### config.mk
export PLATFORM = sky130hd
export DESIGN_NAME = nvm_flag_reg
export DESIGN_NICKNAME = d
export VERILOG_FILES = /design/src/rtl/nvm_flag_pkg.sv /design/src/rtl/nvm_flag_cell.sv /design/src/rtl/nvm_flag_bus.sv /design/src/rtl/nvm_flag_irq.sv /design/src/rtl/nvm_flag_reg.sv
export SDC_FILE = /design/constraint.sdc
export NUM_CORES = 1
export LEC_CHECK = 0
export BUFFER_PORTS_ARGS = -buffer_cell sky130_fd_sc_hd__clkbuf_2
export CORE_MARGIN = 10
export CORE_UTILIZATION = 42
export DETAILED_ROUTE_END_ITERATION = 10
export GPL_ROUTABILITY_DRIVEN = 0
export PLACE_DENSITY = 0.84
export SLEW_MARGIN = 20
export SYNTH_ARGS = -nofsm -noshare
export SYNTH_HDL_FRONTEND = slang
export SYNTH_HIERARCHICAL = 1
export SYNTH_SLANG_ARGS = --single-unit
### constraint.sdc
create_clock -name clk -period 1.7 [get_ports clk]
set_input_delay 0 -clock clk [delete_from_list [all_inputs] [get_ports clk]]
set_output_delay 0 -clock clk [all_outputs]
set_load 0.02 [all_outputs]
### src/rtl/nvm_flag_pkg.sv
package nvm_flag_pkg;

  localparam int FLAG_W = 16;
  localparam int EVT_W  = 10;

  typedef enum logic [1:0] {
    FK_W1C    = 2'd0,
    FK_SIDECLR = 2'd1,
    FK_STATUS = 2'd2,
    FK_NONE   = 2'd3
  } flag_kind_e;

  localparam int BIT_ECC_SINGLE = 4;
  localparam int BIT_ECC_DUAL   = 5;
  localparam int BIT_EE_WRDONE  = 10;

  function automatic flag_kind_e kind_of(input int idx);
    if (idx == BIT_ECC_SINGLE || idx == BIT_ECC_DUAL) return FK_SIDECLR;
    if (idx == BIT_EE_WRDONE) return FK_STATUS;
    if (idx < EVT_W) return FK_W1C;
    return FK_NONE;
  endfunction

endpackage

### src/rtl/nvm_flag_cell.sv
module nvm_flag_cell (
  input  logic clk,
  input  logic rst_n,
  input  logic set_i,
  input  logic clr_i,
  output logic q_o
);

  logic q_r;

  always_ff @(posedge clk) begin
    if (!rst_n) q_r <= 1'b0;
    else        q_r <= set_i | (q_r & ~clr_i);
  end

  assign q_o = q_r;

  AST_SET_WINS: assert property (@(posedge clk) disable iff (!rst_n)
    set_i |=> q_o) else $error("set pulse lost");
  AST_HOLD_STICKY: assert property (@(posedge clk) disable iff (!rst_n)
    (q_o && !clr_i) |=> q_o) else $error("flag dropped without clear");

endmodule

### src/rtl/nvm_flag_bus.sv
module nvm_flag_bus #(
  parameter int               ADDR_W    = 8,
  parameter int               DATA_W    = 16,
  parameter logic [ADDR_W-1:0] FLAG_ADDR = 8'h10
) (
  input  logic              reg_rd,
  input  logic              reg_wr,
  input  logic [ADDR_W-1:0] reg_addr,
  input  logic [DATA_W-1:0] reg_wdata,
  input  logic [DATA_W-1:0] flags_i,
  output logic [DATA_W-1:0] w1c_mask_o,
  output logic [DATA_W-1:0] reg_rdata
);

  logic hit;

  always_comb begin
    hit        = (reg_addr == FLAG_ADDR);
    w1c_mask_o = (reg_wr && hit) ? reg_wdata : '0;
    reg_rdata  = (reg_rd && hit) ? flags_i : '0;
  end

endmodule

### src/rtl/nvm_flag_irq.sv
module nvm_flag_irq #(
  parameter int DATA_W = 16
) (
  input  logic              clk,
  input  logic              rst_n,
  input  logic [DATA_W-1:0] flags_i,
  input  logic [DATA_W-1:0] enable_i,
  output logic              irq_o
);

  logic irq_r;

  always_ff @(posedge clk) begin
    if (!rst_n) irq_r <= 1'b0;
    else        irq_r <= |(flags_i & enable_i);
  end

  assign irq_o = irq_r;

endmodule

### src/rtl/nvm_flag_reg.sv
module nvm_flag_reg #(
  parameter int                ADDR_W    = 8,
  parameter logic [ADDR_W-1:0] FLAG_ADDR = 8'h10
) (
  input  logic                           clk,
  input  logic                           rst_n,
  input  logic                           reg_rd,
  input  logic                           reg_wr,
  input  logic [ADDR_W-1:0]              reg_addr,
  input  logic [nvm_flag_pkg::FLAG_W-1:0] reg_wdata,
  output logic [nvm_flag_pkg::FLAG_W-1:0] reg_rdata,
  input  logic [nvm_flag_pkg::EVT_W-1:0]  event_in,
  input  logic                           ecc_log_read,
  input  logic                           ee_wr_start,
  input  logic                           ee_wr_done,
  input  logic [nvm_flag_pkg::FLAG_W-1:0] irq_en,
  output logic                           irq_out
);
  import nvm_flag_pkg::*;

  localparam int W = FLAG_W;

  logic [W-1:0] flags;
  logic [W-1:0] w1c_mask;

  nvm_flag_bus #(.ADDR_W(ADDR_W), .DATA_W(W), .FLAG_ADDR(FLAG_ADDR)) u_bus (
    .reg_rd     (reg_rd),
    .reg_wr     (reg_wr),
    .reg_addr   (reg_addr),
    .reg_wdata  (reg_wdata),
    .flags_i    (flags),
    .w1c_mask_o (w1c_mask),
    .reg_rdata  (reg_rdata)
  );

  for (genvar i = 0; i < W; i++) begin : g_bit
    if (kind_of(i) == FK_NONE) begin : g_none
      assign flags[i] = 1'b0;
    end else begin : g_live
      logic set_s, clr_s;
      if (kind_of(i) == FK_W1C) begin : g_w1c
        assign set_s = event_in[i];
        assign clr_s = w1c_mask[i];
        AST_W1C_CLEARS: assert property (@(posedge clk) disable iff (!rst_n)
          (w1c_mask[i] && !event_in[i]) |=> !flags[i])
          else $error("write-one clear failed");
      end else if (kind_of(i) == FK_SIDECLR) begin : g_ecc
        assign set_s = event_in[i];
        assign clr_s = ecc_log_read;
        AST_ECC_HOLD: assert property (@(posedge clk) disable iff (!rst_n)
          (flags[i] && !ecc_log_read) |=> flags[i])
          else $error("ECC flag changed without log read");
      end else begin : g_status
        assign set_s = ee_wr_done;
        assign clr_s = ee_wr_start;
        AST_WRC_PENDING: assert property (@(posedge clk) disable iff (!rst_n)
          (ee_wr_start && !ee_wr_done) |=> !flags[i])
          else $error("write-complete bit not cleared on start");
      end
      nvm_flag_cell u_cell (
        .clk   (clk),
        .rst_n (rst_n),
        .set_i (set_s),
        .clr_i (clr_s),
        .q_o   (flags[i])
      );
    end
  end

  nvm_flag_irq #(.DATA_W(W)) u_irq (
    .clk      (clk),
    .rst_n    (rst_n),
    .flags_i  (flags),
    .enable_i (irq_en),
    .irq_o    (irq_out)
  );

  logic past_ok;
  always_ff @(posedge clk) begin
    if (!rst_n) past_ok <= 1'b0;
    else        past_ok <= 1'b1;
  end

  always_comb begin
    AST_UNUSED_ZERO: assert (reg_rdata[W-1:BIT_EE_WRDONE+1] == '0)
      else $error("unimplemented bits non-zero");
  end

  AST_RD_IDLE_ZERO: assert property (@(posedge clk) disable iff (!rst_n)
    !reg_rd |-> (reg_rdata == '0)) else $error("read data without read");

  AST_IRQ_LAG: assert property (@(posedge clk) disable iff (!rst_n)
    past_ok |=> (irq_out == |($past(flags) & $past(irq_en))))
    else $error("interrupt does not follow masked flags");

  AST_RESET_CLEAR: assert property (@(posedge clk)
    !rst_n |=> (flags == '0 && !irq_out)) else $error("reset state wrong");

endmodule

==> flow_summary.ini, run 1 <==
[critical_path]
critical_path_buf_inv_count = 3
crit_arrival_ns = 1.38
critPathCaptureType = output pin
path_cells = clkbuf_2 -> or4_4 -> buf_4 -> nor3_2 -> clkbuf_2
cpPeakStageDelay_ns = 0.70
crit_type = in -> out
cp_slowest_cell = or4_4
worst_setup_path_start_kind = primary input
ff2ff_setup_slack_ns = 0.51
crit_family = simple AND/OR/NAND/NOR gates
required_ns = 1.70
crit_top_cell = clkbuf_2
cp_max_fo = 18

[sta]
maxSlewViolCount = 0
skew_ns = 0.000550
grt_setup_unrepaired = false
finalHoldViolCount = 0
period_share_pct = 81.2
worst_pin_slew_ns = 0.632
min_period_ns = 1.38
max_freq_mhz = 725
fin_ws_ns = 0.320
maxSlewHeadroom_pct = 57.6
setup_tns_ns = 0
finalSetupViolCount = 0

[place]
dpl_worst_slack_ns = 0.269
portBuffers = 60
place_hpwl_um = 2500

[final_layout]
ff_latch_area_um2 = 240
syn_to_final_growth_pct = 42.3
num-fill-cells = 214
multi_input_area_um2 = 713
finalNetCount = 240
n_antenna_cell = 0
final_util_pct = 64.3
drive_gt1_share_pct = 56.4

[routing]
vias = 1009
drt-pass1-iter-count = 4
via_per_inst = 4.83
first_iter_violations = 31
drt_wl_total_um = 3110
ant_nets = 0
drc = 0
post_drt_wl_per_cell_um = 14.9

[floorplanning]
die_height_um = 69.2
coreArea_um2 = 2250
initial_core_util_pct = 45.2
io_pins = 74
num_rows = 17
dieArea_um2 = 4790
die_x_um = 69.2

[clock_tree]
worst_skew_pair.late_latency_ns = 0.26
cts_max_path_buffers = 2
cts_tree = done
clk_pin_slew_ns = 0.07
clockRootBuffer = clkbuf_4
postCtsSetupBuffers = 0
cts_buffers = 3
cts-htree-levels = 1
cts.sinks = 12

[power_and_ir_drop]
p_sw_share_pct = 27.6
clkPwrFrac_pct = 25.0
p_leak_nw = 0.641
p_seq_share_pct = 46.1
power_switching_mw = 0.190
total_power_mw = 0.688
internal-power_mw = 0.498
combPwrFrac_pct = 28.9
ir_worst_vdd_mv = 0.331
power.density_nw_per_um2 = 475

[yosys]
syn_inst = 108
syn-cell-area_um2 = 1020
avgSynthCellArea_um2 = 9.43
yosysWarnings = 6

[global_routing]
grt_pass1_wl_um = 5150
grt_pass1_vias = 1153
grt_overflow = 0
antenna_found_initial = 0
grt_max_degree = 25
grt_usage_pct = 12.4

[job]
cap_violations = 0

[min_path]
hp-class = in -> reg

[status]
outcome = finished clean
-- timing repair --
action,4_1_cts,5_1_grt
resized for setup,0,0
hold endpoints to repair,11,0
hold buffers,11,0
-- layer usage --
metal	share of wire [%]	vias up	wire, um	GRT usage (%)
li1	-	509	-	-
met1	39	447	1220	13.0
met2	51	49	1600	22.2
met3	8.6	4	268	5.14
met4	0.64	0	20	3.10
met5	0	-	0	0
-- sequential cells by signal, summed over array words and instances, names as in the netlist --
register                 flops
g_bit.g_live.u_cell/q_o     11
u_irq/irq_o                  1
-- cells in the final DEF, fill, tap and decap left out, drive strengths merged --
| master | n |
|---|---|
| conb | 10 |
| nand2 | 24 |
| dfxtp | 12 |
| buf | 2 |
| a221oi | 2 |
| or4b | 1 |
| o21a | 12 |
| nand3 | 2 |
| a22o | 2 |
| a22oi | 4 |
| or4 | 1 |
| nor3 | 24 |
| nor2b | 11 |
| clkbuf | 63 |
| dlygate4sd3 | 11 |
-- final timing paths --
kind,from,end,depth (start not counted)
max,reg_addr[7],reg_rdata[8],5
max reg2reg,g_bit[6].g_live.u_cell/q_o,u_irq/irq_o,4
min reg2reg,g_bit[1].g_live.u_cell/q_o,g_bit[1].g_live.u_cell/q_o,2
min,ee_wr_start,g_bit[10].g_live.u_cell/q_o,3
-- worst reg2reg max path, stage by stage (launching register included) --
cell and delay, ns:
dfxtp_1 0.33, a22o_1 0.25, a221oi_2 0.19, nand3_1 0.13
o21a_1 0.20
-- layout make-up --
cell class              instances  area share, %
clock buffers                   3           1.55
multi-input cells              93           49.2
flip-flops and latches         12           16.6
well taps                      28           2.42
repair buffers                 73           30.2
-- through the flow --
stage                     hold WS (ns)  instance area [um2]  std cells
final                           0.0489                 1450        209
after global placement           0.209                 1320        195
after floorplan                  0.117                 1050        117
after detailed placement         0.213                 1320        195
after global routing            0.0717                 1450        209
after CTS                       0.0469                 1450        209
-- power groups by stage --
stage,Clock (mW),Sequential (mW),Combinational (mW)
global route,0.190,0.319,0.219
CTS,0.180,0.317,0.198
floorplan,0,0.321,0.109
detailed placement,0,0.324,0.178
global placement,0,0.322,0.171
finish,0.172,0.317,0.199
(Power assumes the default switching activity.)
==> run 2, diff against run 1 <==
ABC_AREA = 1   (was unset)
clock period = 1.4 ns   (was 1.7 ns; I/O delays follow)
==> run 2 against run 1 <==
Net effect:
- critical path depth is the same
- core utilization decreased by 0.84 points
- synthesized area increased by 2.9%
- flip-flop and latch count unchanged
- first-iteration DRC count decreased by 26%
- synthesized cell count grew 54%
- wire length shrank 12%
- worst setup slack worse by 0.061 ns
- critical path type is now in -> reg
- critical endpoint is now g_bit[5].g_live.u_cell/q_o
==> flow_summary.ini, run 2 <==
[status]
outcome = finished clean

[floorplanning]
io_pins = 74
die_x_um = 70.0
num_rows = 18
die_height_um = 70.0
dieArea_um2 = 4900
coreArea_um2 = 2430
initial_core_util_pct = 43.1

[final_layout]
layout_commonest_cell = inv_1
final_cell_mix = inv_1 (63), clkbuf_2 (60), nand2_1 (39), nor2_4 (16), nor2_1 (16)
largest_reg_flops = 11
syn_to_final_growth_pct = 47.1
n_antenna_cell = 0
drive_gt1_share_pct = 38.6
num-fill-cells = 245
finalNetCount = 308

[job]
cap_violations = 0

[global_routing]
antenna_found_initial = 0
grt_pass1_vias = 1156
grt_pass1_wl_um = 4930
grt_usage_pct = 12.0
grt_overflow = 0
grt_max_degree = 17

[min_path]
min_path_cells = 4
hold_start = ecc_log_read
hp-class = in -> reg
min_to = g_bit[4].g_live.u_cell/q_o

[sta]
setup_tns_ns = 0
skew_ns = 0.00270
max_freq_mhz = 876
period_share_pct = 81.5
finalSetupViolCount = 0
maxSlewViolCount = 0
finalHoldViolCount = 0
grt_setup_unrepaired = false
min_period_ns = 1.14
hold_ws_ns = 0.0113

[critical_path]
worst_setup_path_start_kind = primary input
cp_max_fo = 1
cp-startpoint = event_in[5]
rr_startpoint = g_bit[5].g_live.u_cell/q_o
critPathCaptureType = flop
ff2ff_setup_slack_ns = 0.28
r2r_end = g_bit[5].g_live.u_cell/q_o
required_ns = 1.55
crit_type = in -> reg
crit_arrival_ns = 1.29
ff2ff_path_depth = 3

[clock_tree]
cts_buffers = 3
cts_max_path_buffers = 2
cts-htree-levels = 1
clk_pin_slew_ns = 0.06
cts.sinks = 12
clockRootBuffer = clkbuf_4
cts_tree = done
worst_skew_pair.late_latency_ns = 0.26

[routing]
drt_wl_total_um = 2750
vias = 1079
drt-pass1-iter-count = 4
post_drt_wl_per_cell_um = 9.87
via_per_inst = 3.87
first_iter_violations = 23
ant_nets = 0
drc = 0

[power_and_ir_drop]
p_sw_share_pct = 28.2
clkPwrFrac_pct = 24.5
power.density_nw_per_um2 = 527
p_leak_nw = 0.902
ir_worst_vdd_mv = 0.416
p_seq_share_pct = 47.0
combPwrFrac_pct = 28.5
internal-power_mw = 0.584
power_switching_mw = 0.230

[yosys]
yosysWarnings = 6
syn_inst = 166
syn-cell-area_um2 = 1050
avgSynthCellArea_um2 = 6.32

[place]
place_hpwl_um = 2310
portBuffers = 60
run 2: final cells by class:
type / count / area, um2 / area share (%)
Sequential cell: 12 / 240 / 15.6
Inverter: 65 / 244 / 15.8
Tap cell: 30 / 37.5 / 2.43
Multi-Input combinational cell: 96 / 568 / 36.8
Clock buffer: 3 / 22.5 / 1.46
Timing Repair Buffer: 73 / 430 / 27.9
run 2: worst max-delay path by stage:
stage                                       to  depth (start not counted)
CTS                 g_bit[5].g_live.u_cell/q_o                          3
global route        g_bit[5].g_live.u_cell/q_o                          3
floorplan           g_bit[6].g_live.u_cell/q_o                          9
global placement                  reg_rdata[8]                          7
detailed placement                reg_rdata[8]                          7
finish              g_bit[5].g_live.u_cell/q_o                          5
run 2: metal layers:
metal  track usage (%)  up-vias  routed length (um)
met3              4.94        2                 213
met2              24.5       30                1630
met4              3.95        0                  29
met5                 0        -                   0
met1              9.94      446                 883
li1                  -      601                   -
run 2: power groups by stage:
| stage | Combinational [mW] | Clock [mW] | Sequential, mW |
|---|---|---|---|
| after floorplan | 0.117 | 0 | 0.389 |
| after global placement | 0.198 | 0 | 0.390 |
| after detailed placement | 0.204 | 0 | 0.391 |
| after CTS | 0.234 | 0.212 | 0.383 |
| after global routing | 0.267 | 0.230 | 0.386 |
| final | 0.232 | 0.199 | 0.382 |
run 2: through the flow:
stage | instances | util, % | total power, mW | worst slack [ns] | instance area (um2)
4_1_cts | 279 | 63.4 | 0.829 | 0.281 | 1540
6_report | 279 | 63.4 | 0.813 | 0.259 | 1540
2_1_floorplan | 175 | - | 0.506 | 0.592 | 1080
3_3_place_gp | 263 | 57.2 | 0.587 | 0.335 | 1390
3_5_place_dp | 263 | 57.2 | 0.594 | 0.324 | 1390
5_1_grt | 279 | 63.4 | 0.883 | 0.181 | 1540
run 2: critical path: stages:
cell           delay [ns]
dlygate4sd3_1        0.55
clkbuf_2             0.10
inv_1                0.06
a21oi_2              0.05
dlygate4sd3_1        0.54
run 2: timing repair:
action                                  in CTS  in global routing
hold buffers                                13                  0
endpoints found under the hold margin       11                  0
gates resized for setup                      0                  0
endpoints found under the setup margin       0                  0
buffers inserted                             0                  0
==> run 3, diff against run 2 <==
ABC_AREA = 0   (was 1)
clock period = 1.1 ns   (was 1.4 ns; I/O delays follow)
==> run 3 against run 2 <==
Net effect:
- the flow now finishes with violations (setup timing)
- flip-flop and latch count unchanged
- clock skew decreased by 0.0017 ns
- core utilization increased by 20 points
- combinational power increased by 71%
- critical endpoint is now reg_rdata[8]
==> flow_summary.ini, run 3 (same netlist as run 1, synthesis figures left out) <==
[critical_path]
crit_arrival_ns = 1.22
critPathCaptureType = output pin
ff2ff_setup_slack_ns = -0.02
cpPeakStageDelay_ns = 0.57
cp_max_fo = 10
required_ns = 1.10
crit_type = in -> out
cp_slowest_cell = or4_4
worst_setup_path_start_kind = primary input
path_cells = clkbuf_2 -> or4_4 -> buf_12 -> nor3_4 -> clkbuf_8

[power_and_ir_drop]
power.density_nw_per_um2 = 673
internal-power_mw = 0.886
p_seq_share_pct = 38.9
p_sw_share_pct = 29.7
combPwrFrac_pct = 31.5
p_leak_nw = 0.995
ir_worst_vdd_mv = 0.657
power_switching_mw = 0.374
clkPwrFrac_pct = 29.6

[sta]
fin_ws_ns = -0.123
finalSetupViolCount = 20
grt_setup_unrepaired = true
maxSlewViolCount = 0
period_share_pct = 111
max_freq_mhz = 818
min_period_ns = 1.22
finalHoldViolCount = 0
skew_ns = 0.00104
maxSlewHeadroom_pct = 55.0
worst_pin_slew_ns = 0.669

[job]
cap_violations = 0

[final_layout]
final_cell_mix = clkbuf_2 (49), nand2_1 (24), nor3_4 (18), o21a_1 (12)
final_cells = 229
finalNetCount = 258
final_cell_area_um2 = 1870
drive_gt1_share_pct = 62.5
ff_latch_area_um2 = 244
syn_to_final_growth_pct = 83.9
largest_reg_flops = 11
layout_commonest_cell = clkbuf_2
multi_input_area_um2 = 843
num-fill-cells = 127

[floorplanning]
coreArea_um2 = 2250
dieArea_um2 = 4790
io_pins = 74
die_x_um = 69.2
die_height_um = 69.2
num_rows = 17
initial_core_util_pct = 45.2

[global_routing]
top_usage_layer = met2
grt_use_met3_pct = 4.42
use_met2_pct = 30.6
grt_usage_pct = 16.1
grt_overflow = 0
use_met1_pct = 14.5
antenna_found_initial = 1
grt_pass1_vias = 1307
grt_pass1_wl_um = 6440
grt_max_degree = 21

[clock_tree]
cts-htree-levels = 1
cts_max_path_buffers = 2
cts_tree = done
clockRootBuffer = clkbuf_4
clk_pin_slew_ns = 0.09
cts_buffers = 3
worst_skew_pair.late_latency_ns = 0.28
cts.sinks = 12

[place]
portBuffers = 60
dpl_cell_area_um2 = 1490
place_hpwl_um = 2790
place_inst = 204

[routing]
drc = 0
drt_wl_total_um = 4060
first_iter_violations = 41
ant_nets = 0
drt-pass1-iter-count = 4
vias = 1180
post_drt_wl_per_cell_um = 17.7
via_per_inst = 5.15

[status]
outcome = finished, violations left
violations = setup timing

[min_path]
hp-class = in -> reg
run 3: changes by cell type in the layout (fill, tap and decap cells not counted), sizes merged, moves of 4 or more:
cell and delta:
nor2b +11, nor3 +24, a21oi -11, buf +19
inv -65, nand2 -17, o21a +12, nor2 -32
a22oi +4
run 3: worst paths after layout:
kind | start | to | cells past startpoint
min reg2reg | g_bit[5].g_live.u_cell/q_o | g_bit[5].g_live.u_cell/q_o | 2
min | ee_wr_start | g_bit[10].g_live.u_cell/q_o | 3
max reg2reg | g_bit[6].g_live.u_cell/q_o | u_irq/irq_o | 4
max | reg_addr[7] | reg_rdata[8] | 5
run 3: metal layers:
layer	vias to the layer above	share of wire, %
li1	554	-
met1	553	36
met2	59	53
met3	14	6.5
met4	0	4.5
met5	-	0
run 3: cell type report:
cell class,instances,area share (%)
diodes,1,0.134
clock buffers,4,1.94
repair buffers,90,38.0
well taps,28,1.87
multi-input cells,94,45.0
flip-flops and latches,12,13.0
run 3: worst max-delay path, delay by kind of cell:
family                 cells  cell delay [ns]
AND/OR/NAND/NOR            2             0.78
buffers and inverters      3             0.44
run 3: power by group through the flow:
stage	Clock (mW)	Combinational [mW]	Sequential [mW]
6_report	0.374	0.397	0.490
3_5_place_dp	0	0.324	0.498
4_1_cts	0.362	0.370	0.489
5_1_grt	0.396	0.427	0.494
2_1_floorplan	0	0.196	0.496
3_3_place_gp	0	0.309	0.496
run 3: metrics by stage:
stage	setup WS [ns]	utilization, %	TNS (ns)	total power [mW]	hold WS [ns]
2_1_floorplan	-0.194	-	-1.70	0.692	0.117
6_report	-0.123	83.1	-1.48	1.26	0.0357
5_1_grt	-0.164	83.1	-2.08	1.32	0.0413
3_5_place_dp	-0.278	66.0	-4.94	0.822	0.211
3_3_place_gp	-0.256	66.0	-4.47	0.805	0.210
4_1_cts	-0.113	78.9	-1.20	1.22	0.0483
run 3: repair_timing:
item | 4_1_cts | 5_1_grt
cloned | 1 | 1
pin swaps | 8 | 8
hold buffers | 11 | 0
gates resized for setup | 29 | 6
hold endpoints to repair | 11 | 0
buffers inserted | 2 | 5
setup endpoints to repair | 12 | 15
